### config.mk
export PLATFORM = sky130hd
export DESIGN_NAME = bitchk_poller
export DESIGN_NICKNAME = d
export VERILOG_FILES = /design/src/rtl/bitchk_poller.sv
export SDC_FILE = /design/constraint.sdc
export NUM_CORES = 1
export LEC_CHECK = 0
export CORE_MARGIN = 4
export CORE_UTILIZATION = 40
export DETAILED_ROUTE_END_ITERATION = 8
export MAX_ROUTING_LAYER = met4
export PLACE_DENSITY = 0.73
export SYNTH_ARGS = -nofsm -noshare
export SYNTH_HDL_FRONTEND = slang
export SYNTH_SLANG_ARGS = --single-unit
export TNS_END_PERCENT = 50
### constraint.sdc
create_clock -name clk -period 3.47 [get_ports clk]
set_clock_uncertainty 0.15 [all_clocks]
set_input_delay 0.694 -clock clk [delete_from_list [all_inputs] [get_ports clk]]
set_output_delay 0.694 -clock clk [all_outputs]
set_load 0.05 [all_outputs]
### src/rtl/bitchk_poller.sv
module bitchk_poller #(
  parameter int CNT_W = 8,
  parameter int NB_W  = 4,
  parameter int TMR_W = 8
) (
  input  logic             clk,
  input  logic             rst_n,
  input  logic             tick,
  input  logic             en,
  input  logic             demod_in,
  input  logic [CNT_W-1:0] lim_lo,
  input  logic [CNT_W-1:0] lim_hi,
  input  logic [NB_W-1:0]  need_bits,
  input  logic [TMR_W-1:0] startup_len,
  input  logic [TMR_W-1:0] sleep_len,
  input  logic             resume,
  output logic [2:0]       mode,
  output logic             data_out,
  output logic             chk_pass,
  output logic             chk_fail
);
  localparam int PER_W = CNT_W + 1;

  typedef enum logic [2:0] {
    M_OFF = 3'd0, M_START = 3'd1, M_CHECK = 3'd2, M_RECV = 3'd3, M_SLEEP = 3'd4
  } mode_t;

  mode_t            st;
  logic             s0, s1, smp, armed;
  logic [CNT_W-1:0] cnt;
  logic [NB_W-1:0]  good;
  logic [TMR_W-1:0] tmr;

  wire              edge_t   = tick && (s1 != smp);
  wire [PER_W-1:0]  per      = {1'b0, cnt} + PER_W'(1);
  wire              too_long = per >= {1'b0, lim_hi};
  wire              too_short = per < {1'b0, lim_lo};
  wire [TMR_W:0]    tnext    = {1'b0, tmr} + (TMR_W+1)'(1);
  wire              st_done  = tnext >= {1'b0, startup_len};
  wire              sl_done  = tnext >= {1'b0, sleep_len};
  wire [NB_W:0]     gnext    = {1'b0, good} + (NB_W+1)'(1);
  wire              enough   = gnext >= {1'b0, need_bits};

  assign mode     = st;
  assign data_out = (st == M_RECV) ? smp : 1'b1;

  always_ff @(posedge clk or negedge rst_n) begin
    if (!rst_n) begin
      st       <= M_OFF;
      s0       <= 1'b1;
      s1       <= 1'b1;
      smp      <= 1'b1;
      armed    <= 1'b0;
      cnt      <= '0;
      good     <= '0;
      tmr      <= '0;
      chk_pass <= 1'b0;
      chk_fail <= 1'b0;
    end else begin
      s0 <= demod_in;
      s1 <= s0;
      if (tick) smp <= s1;
      if (!en) begin
        st       <= M_OFF;
        tmr      <= '0;
        chk_pass <= 1'b0;
        chk_fail <= 1'b0;
      end else begin
        case (st)
          M_OFF: begin
            st  <= M_START;
            tmr <= '0;
          end
          M_START: if (tick) begin
            if (st_done) begin
              st       <= M_CHECK;
              tmr      <= '0;
              cnt      <= '0;
              good     <= '0;
              armed    <= 1'b0;
              chk_pass <= 1'b0;
              chk_fail <= 1'b0;
            end else begin
              tmr <= tnext[TMR_W-1:0];
            end
          end
          M_CHECK: if (tick) begin
            if (too_long) begin
              st       <= M_SLEEP;
              chk_fail <= 1'b1;
              tmr      <= '0;
            end else if (edge_t) begin
              cnt <= '0;
              if (!armed) begin
                armed <= 1'b1;
              end else if (too_short) begin
                st       <= M_SLEEP;
                chk_fail <= 1'b1;
                tmr      <= '0;
              end else if (enough) begin
                st       <= M_RECV;
                chk_pass <= 1'b1;
              end else begin
                good <= gnext[NB_W-1:0];
              end
            end else begin
              cnt <= per[CNT_W-1:0];
            end
          end
          M_RECV: if (resume) begin
            st  <= M_START;
            tmr <= '0;
          end
          M_SLEEP: if (tick) begin
            if (sl_done) begin
              st  <= M_START;
              tmr <= '0;
            end else begin
              tmr <= tnext[TMR_W-1:0];
            end
          end
          default: st <= M_OFF;
        endcase
      end
    end
  end

  // disable forces OFF on the next clock
  a_r1_off_when_disabled: assert property (@(posedge clk) disable iff (!rst_n)
    !en |=> (mode == 3'd0));

  // a failure flag only rises when leaving CHECK for SLEEP
  a_r5_fail_from_check: assert property (@(posedge clk) disable iff (!rst_n)
    $rose(chk_fail) |-> ($past(mode) == 3'd2 && mode == 3'd4));

  // RECV is entered from CHECK only on a tick
  a_r7_recv_on_tick: assert property (@(posedge clk) disable iff (!rst_n)
    (mode == 3'd3 && $past(mode) == 3'd2) |-> $past(tick));

  // data output moves only on a tick while in RECV
  a_r9_data_on_tick: assert property (@(posedge clk) disable iff (!rst_n)
    (mode == 3'd3 && $past(mode) == 3'd3 && !$past(tick)) |-> $stable(data_out));

  // outside RECV the data output idles high
  a_r9_idle_high: assert property (@(posedge clk) disable iff (!rst_n)
    (mode != 3'd3) |-> data_out);

  // RECV is only left by resume or disable
  a_r8_recv_held: assert property (@(posedge clk) disable iff (!rst_n)
    ($past(mode) == 3'd3 && mode != 3'd3) |-> ($past(resume) || !$past(en)));
endmodule

==> impl_summary.md <==
Synthesis
The commonest register cell after synthesis is dfrtp_1. The proportion of netlist area held by the largest area contributor is about a quarter. The number of warnings reported in the yosys synthesis log is 0. In this run, distinct cell masters in the synthesized netlist total 50. The post-synthesis cell type with the largest combined area is dfrtp_1.

The number of nets in the synthesized netlist is 382. Dividing the synthesized area by the synthesized cell count gives between 8 and 9 µm². After synthesis the netlist holds a flip-flop and latch count of 29. The portion of the post-synthesis area used by sequential elements is between 20% and 30%.

In the post-synthesis netlist, the biggest area contributors are dfrtp_1 25%, ha_1 18%, inv_1 5.2%. The number of synthesized flops with an enable pin is 0. Synthesis produced just over 300 cells. Summing every instance area after synthesis gives 2580 µm².

The fraction of synthesis flops using an asynchronous set or reset pin is between 90% and 100%.

Routing
The total wire length is around 5800 µm. The count of nets left with antenna violations once routing finished came out at 0. The routed via count is between 2000 and 2500.

In the routed design, unresolved DRC markers number 0. The detailed-router iteration count before antenna repair is 4. In the routed layout, each cell is associated on average with a via count of approximately 5.3. After detailed routing, the average wire length per cell comes to 13.2 µm.

In this run, the number of DRC markers left after iteration 0 of detailed routing was approximately 100.

Worst setup path
The sort of element at the end of the critical path is a flip-flop. The cell with the most instances on the worst path is and3_1. For flop-to-flop paths, the worst setup slack is about 0.19 ns.

The type of the worst setup path is reg -> reg. Tracing the worst setup path back leads to its startpoint at cnt[2]. The type of origin of the critical path is a flip-flop.

The count of buffer and inverter cells on the critical path is 0. The launch instance of the worst register-to-register path is cnt[2]. Data on the critical path is required at its endpoint by between 3 and 4 ns. In this run the worst path has a maximum fanout of 6. The kind of cell with the highest combined delay on the critical path is compound AO/OA/AOI/OAI gates. Walking the worst path, the cells encountered are and3_1 -> and3_1 -> nand3_1 -> xnor2_2 -> ha_1 -> and3_1 -> a221oi_1 -> o21ai_1 -> nor2_1 -> o21ai_0 -> a211o_1 -> a22o_1.

The delay of the slowest critical-path stage is 0.43 ns. The slowest stage of the critical path belongs to the cell dfrtp_1. The arrival time at the worst endpoint is about 3.3 ns.

Floorplan
48 I/O pins were placed. The die extent in x is ~90 µm. Row generation in the floorplan step produced 29 rows.

The vertical die dimension is between 80 and 90 µm. The area of the die is 7810 µm². The core footprint is 6310 µm². The effective utilization at floorplan is 40.9%.

Clock network
Buffers inserted to repair hold after CTS numbered 0. The buffer type at the clock tree root is clkbuf_8. Clock tree synthesis found a total of 29 sinks. The total CTS buffers is 5. The deepest clock path buffer count is 2. TritonCTS built the clock tree. The number of levels in the clock H-tree is 2.

The clock latency of the later-clocked register in the worst-skew pair is ~0.28 ns. Clock-pin slew was measured on the worst setup and hold paths at about 0.06 ns.

Global route
Across every metal layer, demand over resource in global routing totals ~16%. The global-route wire length before repair is approximately 9700 µm. Entering global routing, the biggest net connects 30 pins. The number of global-route vias before repair is 2318. The number of antenna violations at the first check in global routing is 0. The total overflow left after global routing is 0.

Timing
For this run, the top clock speed supported by timing is between 0.3 and 0.4 GHz. The worst-case headroom to the max-slew limit is between 50% and 60%. The transition time at the pin with the least slew margin is 0.637 ns.

The final critical path takes up roughly 95% of the cycle. The final hold violation count is 0. Summed over all failing endpoints, the final setup total negative slack is 0 ns. Subtracting the final worst setup slack from the clock period gives ~3.3 ns. The max-slew violation count is 0.

Final hold analysis gives a worst-case slack of 0.207 ns. The total setup violations reported at the end of the flow is 0.

Layout
The repair_antennas step left the layout with diodes totalling 0. The layout has ~600 filler cells. Compared with the post-synthesis result, the final layout area differs by 28.6%.

The fraction of layout cells with a size suffix above 1 is 10.6%. Registers take between 700 and 800 µm². At the end of the flow, the number of nets in the layout was 440. The multi-input combinational cells in the finished layout cover a total of about 1700 µm². The utilization of the core after routing is a little over half.

Power
The reported leakage power is between 1.5 and 2 nW. IR analysis of the VDD net gives a maximum drop of a little under 0.0002 V. The total power divided by cell area is 250 nW/µm².

Run status
The flow ran to the end, and the final reports show no timing, DRC or antenna violations.

Hold path
The min-delay analysis places its worst path in the category reg -> reg. The startpoint identified for the worst hold timing path is s0.

Placed design
The detailed-placement wirelength estimate is 4600 µm. The number of buffers added on ports is 47. At the end of routability-driven placement, the weighted congestion stood at 0.928.

Job
Across the run, the number of max-cap violations was 0.
## per-stage QoR
step	power, mW	setup slack, ns	instances	instance area [µm²]
floorplan	0.468	0.400	302	2580
global placement	0.552	0.208	429	3190
detailed placement	0.558	0.0743	429	3190
CTS	0.837	0.131	436	3270
global route	0.881	-0.0144	437	3320
finish	0.831	0.190	437	3320
## metal layers
layer	wire length, µm	global-route usage, %	up-vias
met3	313	2.89	9
met2	2750	26.2	63
met1	2650	19.4	1063
met5	0	-	-
met4	80	4.81	0
li1	-	-	1193
## power by group
group	leakage (nW)	switching (mW)	internal, mW	total [mW]
Clock	0.0443	0.117	0.157	0.274
Sequential	0.378	0.0130	0.350	0.363
Combinational	1.20	0.0944	0.0991	0.193
Total	1.62	0.225	0.606	0.831
## cells by family (layout without fill, tap and decap cells)
group	count (synthesis)	after routing	share of synthesized area (%)
adders and majority gates	38	38	18.4
muxes	4	4	1.70
and+or+nand+nor	98	98	19.4
xor gates and xnor gates	15	15	5.09
DFF	29	29	28.2
AOI/OAI and AO/OA	75	75	20.4
buffers and inverters	43	101	6.73
## path summary, 6_finish.rpt
| check | endpoint | cells past startpoint |
|---|---|---|
| worst min-delay path | s1 | 0 |
| worst max register to register | mode[1] | 12 |
| worst min register to register | s1 | 0 |
| max in group asynchronous | s0 | 2 |
| worst max-delay path | mode[1] | 12 |
| min in group asynchronous | mode[1] | 2 |
## final cells by class
cell class | count | area share [%]
repair buffers | 58 | 16.7
flip-flops and latches | 29 | 22.0
inverters | 36 | 4.07
clock buffers | 7 | 2.60
well taps | 77 | 2.90
multi-input cells | 230 | 51.7
## sequential cells by signal (all words and copies together), names as in the netlist
| name | count |
|---|---|
| s0 | 1 |
| chk_pass | 1 |
| chk_fail | 1 |
| armed | 1 |
| s1 | 1 |
| cnt | 8 |
| smp | 1 |
| good | 4 |
| tmr | 8 |
| mode | 3 |
## Yosys cell counts, types with 3 or more instances
library cell and instances:
ha_1 38, inv_1 36, nand2_1 27, dfrtp_1 26, nor2_1 18, o21ai_0 16
nand3_1 13, a21oi_1 9, and3_1 8, xnor2_1 8, a31oi_1 7, nand2b_1 7
xor2_1 7, a22o_1 6, nor3_1 6, a211oi_1 5, a21o_1 4, nor3b_1 4
o21ai_1 4, o21bai_1 4, a41oi_1 3, buf_4 3, clkbuf_1 3, dfstp_2 3
mux2_2 3
## layout by cell type (no fill, tap or decap), types with 4 or more instances in the layout
| master | n |
|---|---|
| a211oi_1 | 5 |
| nor2_1 | 17 |
| dfrtp_1 | 24 |
| and3_1 | 8 |
| o21bai_1 | 4 |
| ha_1 | 37 |
| o21ai_1 | 5 |
| inv_1 | 36 |
| xnor2_1 | 6 |
| nand2b_1 | 7 |
| a31oi_1 | 7 |
| o21ai_0 | 15 |
| xor2_1 | 7 |
| a21oi_1 | 9 |
| nor3_1 | 5 |
| clkbuf_8 | 6 |
| clkdlybuf4s50_1 | 47 |
| nand3_1 | 13 |
| buf_4 | 11 |
| a22o_1 | 6 |
| nand2_1 | 27 |
| a21o_1 | 4 |
## what timing repair did
item	CTS	global route
buffers inserted	0	1
endpoints found under the setup margin	0	19
gates resized for setup	0	10
Power figures use the tool's default switching activity.
